**src/rtl/canid_filt_pkg.sv**
```systemverilog
package canid_filt_pkg;

  localparam int CTRL_SPAN = 8;

  function automatic logic [31:0] hdr_word32(input logic [28:0] id, input logic ext, input logic rtr);
    logic [10:0] up;
    logic [17:0] lo;
    up = ext ? id[28:18] : id[10:0];
    lo = ext ? id[17:0] : 18'd0;
    return {up, lo, ext, rtr, 1'b0};
  endfunction

  function automatic logic [15:0] hdr_word16(input logic [28:0] id, input logic ext, input logic rtr);
    logic [10:0] up;
    logic [2:0]  lo;
    up = ext ? id[28:18] : id[10:0];
    lo = ext ? id[17:15] : 3'd0;
    return {up, rtr, ext, lo};
  endfunction

endpackage

```
**src/rtl/canid_filt_cfg.sv**
```systemverilog
module canid_filt_cfg #(
  parameter int NFILT  = 14,
  parameter int ADDR_W = 6
) (
  input  logic                    clk,
  input  logic                    rst,
  input  logic                    cfg_we,
  input  logic [ADDR_W-1:0]       cfg_addr,
  input  logic [31:0]             cfg_wdata,
  output logic                    init_q,
  output logic [NFILT-1:0]        act_q,
  output logic [NFILT-1:0]        scl_q,
  output logic [NFILT-1:0]        mod_q,
  output logic [NFILT-1:0]        ffa_q,
  output logic [NFILT-1:0][31:0]  wa_q,
  output logic [NFILT-1:0][31:0]  wb_q
);
  import canid_filt_pkg::*;

  logic open_wr;
  assign open_wr = cfg_we && init_q;

  always_ff @(posedge clk) begin
    if (rst) begin
      init_q <= 1'b1;
      act_q  <= '0;
      scl_q  <= '0;
      mod_q  <= '0;
      ffa_q  <= '0;
    end else begin
      if (cfg_we && cfg_addr == ADDR_W'(0)) init_q <= cfg_wdata[0];
      if (open_wr && cfg_addr == ADDR_W'(1)) act_q <= cfg_wdata[NFILT-1:0];
      if (open_wr && cfg_addr == ADDR_W'(2)) scl_q <= cfg_wdata[NFILT-1:0];
      if (open_wr && cfg_addr == ADDR_W'(3)) mod_q <= cfg_wdata[NFILT-1:0];
      if (open_wr && cfg_addr == ADDR_W'(4)) ffa_q <= cfg_wdata[NFILT-1:0];
    end
  end

  for (genvar n = 0; n < NFILT; n++) begin : g_words
    always_ff @(posedge clk) begin
      if (rst) begin
        wa_q[n] <= '0;
        wb_q[n] <= '0;
      end else begin
        if (open_wr && cfg_addr == ADDR_W'(CTRL_SPAN + 2*n))     wa_q[n] <= cfg_wdata;
        if (open_wr && cfg_addr == ADDR_W'(CTRL_SPAN + 2*n + 1)) wb_q[n] <= cfg_wdata;
      end
    end
  end

endmodule

```
**src/rtl/canid_filt_match.sv**
```systemverilog
module canid_filt_match (
  input  logic [31:0] word32,
  input  logic [15:0] word16,
  input  logic [31:0] wa,
  input  logic [31:0] wb,
  input  logic        wide,
  input  logic        listed,
  input  logic        enabled,
  output logic        hit
);
  logic m32_mask, m32_list, m16_mask, m16_list;

  always_comb begin
    m32_mask = ((word32 ^ wa) & wb) == 32'd0;
    m32_list = (word32 == wa) || (word32 == wb);
    m16_mask = (((word16 ^ wa[31:16]) & wa[15:0]) == 16'd0) ||
               (((word16 ^ wb[31:16]) & wb[15:0]) == 16'd0);
    m16_list = (word16 == wa[31:16]) || (word16 == wa[15:0]) ||
               (word16 == wb[31:16]) || (word16 == wb[15:0]);
    unique case ({wide, listed})
      2'b10:   hit = m32_mask;
      2'b11:   hit = m32_list;
      2'b00:   hit = m16_mask;
      default: hit = m16_list;
    endcase
    hit = hit && enabled;
  end

endmodule

```
**src/rtl/canid_filt_prio.sv**
```systemverilog
module canid_filt_prio #(
  parameter int NFILT = 14,
  parameter int IDX_W = 4
) (
  input  logic [NFILT-1:0] hits,
  input  logic [NFILT-1:0] route,
  output logic             found,
  output logic [IDX_W-1:0] win_idx,
  output logic             win_fifo
);
  always_comb begin
    found    = 1'b0;
    win_idx  = '0;
    win_fifo = 1'b0;
    for (int n = NFILT - 1; n >= 0; n--) begin
      if (hits[n]) begin
        found    = 1'b1;
        win_idx  = IDX_W'(n);
        win_fifo = route[n];
      end
    end
  end

endmodule

```
**src/rtl/canid_filter_bank.sv**
```systemverilog
module canid_filter_bank #(
  parameter int NFILT  = 14,
  parameter int ADDR_W = $clog2(canid_filt_pkg::CTRL_SPAN + 2*NFILT),
  parameter int IDX_W  = (NFILT > 1) ? $clog2(NFILT) : 1
) (
  input  logic              clk,
  input  logic              rst,
  input  logic              cfg_we,
  input  logic [ADDR_W-1:0] cfg_addr,
  input  logic [31:0]       cfg_wdata,
  input  logic              hdr_valid,
  input  logic [28:0]       hdr_id,
  input  logic              hdr_ext,
  input  logic              hdr_rtr,
  output logic              res_valid,
  output logic              res_accept,
  output logic              res_fifo,
  output logic [IDX_W-1:0]  res_index
);
  import canid_filt_pkg::*;

  logic                   init_q;
  logic [NFILT-1:0]       act_q, scl_q, mod_q, ffa_q, hits;
  logic [NFILT-1:0][31:0] wa_q, wb_q;
  logic [31:0]            w32;
  logic [15:0]            w16;
  logic                   found, win_fifo;
  logic [IDX_W-1:0]       win_idx;

  canid_filt_cfg #(.NFILT(NFILT), .ADDR_W(ADDR_W)) u_cfg (
    .clk(clk), .rst(rst), .cfg_we(cfg_we), .cfg_addr(cfg_addr), .cfg_wdata(cfg_wdata),
    .init_q(init_q), .act_q(act_q), .scl_q(scl_q), .mod_q(mod_q), .ffa_q(ffa_q),
    .wa_q(wa_q), .wb_q(wb_q)
  );

  assign w32 = hdr_word32(hdr_id, hdr_ext, hdr_rtr);
  assign w16 = hdr_word16(hdr_id, hdr_ext, hdr_rtr);

  for (genvar n = 0; n < NFILT; n++) begin : g_filt
    canid_filt_match u_match (
      .word32(w32), .word16(w16), .wa(wa_q[n]), .wb(wb_q[n]),
      .wide(scl_q[n]), .listed(mod_q[n]), .enabled(act_q[n]), .hit(hits[n])
    );
  end

  canid_filt_prio #(.NFILT(NFILT), .IDX_W(IDX_W)) u_prio (
    .hits(hits), .route(ffa_q), .found(found), .win_idx(win_idx), .win_fifo(win_fifo)
  );

  logic take;
  assign take = hdr_valid && found && !init_q;

  always_ff @(posedge clk) begin
    if (rst) begin
      res_valid  <= 1'b0;
      res_accept <= 1'b0;
      res_fifo   <= 1'b0;
      res_index  <= '0;
    end else begin
      res_valid  <= hdr_valid;
      res_accept <= take;
      res_fifo   <= take ? win_fifo : 1'b0;
      res_index  <= take ? win_idx : '0;
    end
  end

endmodule

```
**config.mk**
```make
export PLATFORM = sky130hd
export DESIGN_NAME = canid_filter_bank
export DESIGN_NICKNAME = d
export VERILOG_FILES = /design/src/rtl/canid_filt_pkg.sv /design/src/rtl/canid_filt_cfg.sv /design/src/rtl/canid_filt_match.sv /design/src/rtl/canid_filt_prio.sv /design/src/rtl/canid_filter_bank.sv
export SDC_FILE = /design/constraint.sdc
export NUM_CORES = 2
export LEC_CHECK = 0
export BUFFER_PORTS_ARGS = -buffer_cell sky130_fd_sc_hd__clkbuf_2
export CORE_AREA = 10 10 541 543
export DETAILED_ROUTE_END_ITERATION = 8
export DIE_AREA = 0 0 551 553
export HOLD_SLACK_MARGIN = 0.03
export PLACE_DENSITY = 0.35
export SETUP_SLACK_MARGIN = 0.05
export SLEW_MARGIN = 15
export SYNTH_ARGS = -nofsm -noshare
export SYNTH_HDL_FRONTEND = slang
export SYNTH_SLANG_ARGS = --single-unit
```
**constraint.sdc**
```tcl
create_clock -name clk -period 3 [get_ports clk]
set_clock_uncertainty 0.05 [all_clocks]
set_input_delay 0.15 -clock clk [delete_from_list [all_inputs] [get_ports clk]]
set_output_delay 0.15 -clock clk [all_outputs]
set_load 0.01 [all_outputs]
```
==> impl_metrics.py <==
metrics = {
    "global_routing": {
        "track_usage_pct": 30.01,
        "gr-total-overflow": 0,
        "grt_max_degree": 162,
        "antenna_found_initial": 37,
        "grt_pass1_wl_um": 643900,
        "grt_pass1_vias": 72325,
    },
    "run_status": {
        "outcome": "finished with violations",
        "violations": "negative setup slack",
    },
    "synthesis": {
        "yosysTopAreaCell": "dfxtp_1",
        "synth.area.top_cells": "dfxtp_1, xnor2_1, nand2_1",
        "yosys_register_bits": 960,
        "synth_common_cells": "nand2_1, a21oi_1, xnor2_1",
        "syn_avg_cell_area_sq_um": 7.149,
        "async_flop_share_pct": 0,
        "synth_area_sq_mm": 0.06447,
        "synth_most_common_cell": "nand2_1",
        "synth.net_count": 9091,
        "synth_top_area_share_pct": 29.81,
        "synth_edf_count": 0,
        "netlist_instances": 9018,
        "synth_cell_type_count": 84,
        "synth_ff_type": "dfxtp_1",
        "seq_area_frac_synth_pct": 29.81,
        "synth_warnings": 0,
    },
    "cells_and_area": {
        "areaGrowthSynthToFinish_pct": 39.41,
        "final_layout_size_suffix_gt1_share_pct": 25.77,
        "postLayoutCoreUtil_pct": 31.92,
        "fin_area_sq_mm": 0.08987,
        "layout.nets": 10390,
        "fin_cells": 14170,
    },
    "drt": {
        "vias": 76156,
        "drtAntennaViolNets": 0,
        "viasPerCell": 5.374,
        "wl_per_cell_um": 33.96,
        "drtIter0Drc": 9437,
        "wirelength_um": 481200,
        "drc": 0,
        "first_pass_iters": 8,
    },
    "pwr": {
        "internal_power_mw": 25.45,
        "combPwrFrac_pct": 20.1,
        "switchingPower_mw": 12.37,
        "p_total_mw": 37.82,
        "ir_drop_uv": 347.8,
        "clock_power_share_pct": 45.9,
        "p_sw_share_pct": 32.71,
        "p_seq_share_pct": 34.0,
        "pwr_density_cell_mw_per_mm2": 420.8,
        "p_leak_nw": 32.09,
    },
    "setup_path": {
        "end_kind": "flip-flop",
        "r2r_cells": 13,
        "critPathKind": "flip-flop to flip-flop",
        "required_ps": 3750,
        "crit_buf_inv": 2,
        "crit_family": "simple AND/OR/NAND/NOR gates",
        "r2r-start": "u_cfg.wa_q[372]$_SDFFE_PP0P_",
        "cp_max_fo": 5,
        "critPathLaunchType": "flip-flop",
        "critPathSlowestCell": "nand4_1",
        "crit_chain": "xor2_4 > a222oi_1 > buf_4 > and3_4 > a31oi_4 > o221ai_2 > nand4_1 > buf_4 > a21o_1 > nand2_2 > a21oi_2 > or4_4 > a311oi_2",
        "reg2reg_slack_ps": -500,
        "cp_common_cell": "buf_4",
        "max_stage_delay_ps": 480,
        "reg2reg_to": "res_index[0]$_SDFF_PP0_",
        "crit_arrival_ps": 4250,
    },
    "sta": {
        "fmax_ghz": 0.2858,
        "tightest_slew_ps": 1100,
        "finalHoldWorstSlack_ps": 101.3,
        "fin_crit_sh_pct": 116.6,
        "grt_setup_unrepaired": "true",
        "finalSetupTns_ps": -1535,
        "fin_crit_ps": 3499,
        "drv_slew": 0,
        "setup_violations": 6,
        "hold_viol_final": 0,
        "setup_ws_ps": -499.5,
        "slew-limit-headroom_pct": 26.67,
    },
    "floorplan": {
        "rows": 195,
        "dieWidth_um": 551,
        "die_area_sq_mm": 0.3047,
        "coreArea_sq_mm": 0.2816,
        "die_h_um": 553,
        "io_pins": 80,
        "initial_core_util_pct": 22.90,
    },
    "clocking": {
        "cts-root-buf": "clkbuf_16",
        "clkSinkCount": 960,
        "tritoncts": "built",
        "clk_pin_slew_worst_paths_ps": 60,
        "clk_path_buf_depth": 4,
        "cts_made_buffers": 140,
        "cts.htree.levels": 4,
        "insertion_delay_ps": 880,
    },
    "hold_path": {
        "hold_depth": 3,
        "holdCritStartpoint": "cfg_wdata[20]",
        "hold_end": "u_cfg.wb_q[276]$_SDFFE_PP0P_",
        "hold_class": "input port to flip-flop",
    },
    "placement": {
        "hpwl_um": 352300,
        "numPlacedInstances": 13851,
        "placed_cell_area_sq_mm": 0.08356,
        "place_congestion": 0.9789,
        "place_ws_ps": -1913,
        "io_buffers": 79,
    },
    "run": {
        "cap_violations": 0,
    },
}
[how the worst max path moves through the flow]
stage | startpoint | to | slack [ps] | depth (start not counted)
floorplan | hdr_ext | res_index[0]$_SDFF_PP0_ | -190 | 16
global placement | hdr_ext | res_fifo$_SDFF_PP0_ | -1960 | 18
detailed placement | hdr_ext | res_fifo$_SDFF_PP0_ | -1910 | 18
CTS | u_cfg.wb_q[355]$_SDFFE_PP0P_ | res_index[0]$_SDFF_PP0_ | -500 | 14
global route | u_cfg.wa_q[371]$_SDFFE_PP0P_ | res_index[0]$_SDFF_PP0_ | -550 | 15
finish | u_cfg.wa_q[372]$_SDFFE_PP0P_ | res_index[0]$_SDFF_PP0_ | -500 | 13
[what timing repair did]
item / in CTS / in global routing
buffers inserted: 4 / 23
gates cloned: 1 / 1
hold buffers: 40 / 0
resized for setup: 122 / 140
endpoints found under the setup margin: 6 / 6
pin swaps: 40 / 67
endpoints found under the hold margin: 636 / 0
[state kept, by name, summed over array words and instances, names as in the netlist, 4 cells and up]
register / count
res_index: 4
u_cfg.act_q: 14
u_cfg.ffa_q: 14
u_cfg.mod_q: 14
u_cfg.scl_q: 14
u_cfg.wa_q: 448
u_cfg.wb_q: 448
[power by group through the flow]
stage          registers [mW]  clock network (mW)  logic (mW)
2_1_floorplan            13.1                   0        2.84
3_3_place_gp             13.2                   0        7.25
3_5_place_dp             13.2                   0        7.23
4_1_cts                  12.9                17.6        7.34
5_1_grt                  12.9                18.1        7.69
6_report                 12.9                17.4        7.59
[worst min-delay path, stage by stage]
cell and delay, ps:
clkbuf_2 530, nand2_1 210, a21oi_1 50
[cells by family after synthesis]
logic type	count (synthesis)	synth area share, %
AND/OR/NAND/NOR	3372	23.28
buffers and inverters	1147	7.505
flip-flops	960	29.81
multiplexers	37	0.6191
XOR/XNOR	1303	17.70
AO/OA/AOI/OAI	2199	21.08
[placed cells by master (no fill, tap or decap), types with 18 or more instances in the layout]
| cell | netlist | routed |
|---|---|---|
| nand2b_1 | 36 | 35 |
| a22oi_1 | 313 | 309 |
| nor4b_1 | 35 | 30 |
| clkinv_2 | 0 | 19 |
| a2bb2oi_1 | 18 | 18 |
| nor3_2 | 0 | 18 |
| dfxtp_1 | 960 | 907 |
| nor2_2 | 0 | 25 |
| nand4_1 | 152 | 152 |
| xnor2_1 | 1018 | 1007 |
| nand3b_1 | 53 | 53 |
| clkbuf_2 | 2 | 32 |
| nor4bb_1 | 25 | 21 |
| o21ai_0 | 278 | 257 |
| a222oi_1 | 64 | 64 |
| clkbuf_16 | 0 | 144 |
| a21oi_1 | 1050 | 1048 |
| nand4b_1 | 18 | 18 |
| clkbuf_1 | 653 | 26 |
| a31oi_1 | 79 | 76 |
| a221oi_1 | 81 | 73 |
| nor4_1 | 151 | 120 |
| buf_4 | 57 | 1902 |
| o22ai_1 | 69 | 69 |
| mux2i_1 | 28 | 23 |
| dlygate4sd3_1 | 0 | 40 |
| a22o_1 | 59 | 59 |
| nand2_1 | 2101 | 2091 |
| nand3_1 | 263 | 260 |
| nor3_1 | 110 | 91 |
| xor2_1 | 285 | 284 |
| inv_1 | 69 | 67 |
| nor2_1 | 299 | 272 |
| buf_12 | 0 | 205 |
| dfxtp_2 | 0 | 44 |
| clkbuf_8 | 0 | 23 |
| nor2b_1 | 30 | 27 |
| o32ai_1 | 22 | 20 |
| buf_2 | 133 | 24 |
| nor4_2 | 0 | 27 |
[cell type report]
| class | instances | area (sq um) |
|---|---|---|
| Antenna cell | 10 | 25.02 |
| Clock buffer | 192 | 3993 |
| Clock inverter | 50 | 544.3 |
| Fill cell | 30210 | 191700 |
| Inverter | 77 | 297.8 |
| Multi-Input combinational cell | 6911 | 41590 |
| Sequential cell | 960 | 19310 |
| Tap cell | 3743 | 4683 |
| Timing Repair Buffer | 2227 | 19440 |
[routing by layer]
metal | share of wire, % | track usage (%)
met1 | 44 | 41.08
met2 | 44 | 46.85
met3 | 7.0 | 4.476
met4 | 5.2 | 12.37
met5 | 0.0071 | 0
No activity file was read; power rests on OpenSTA's default activity.
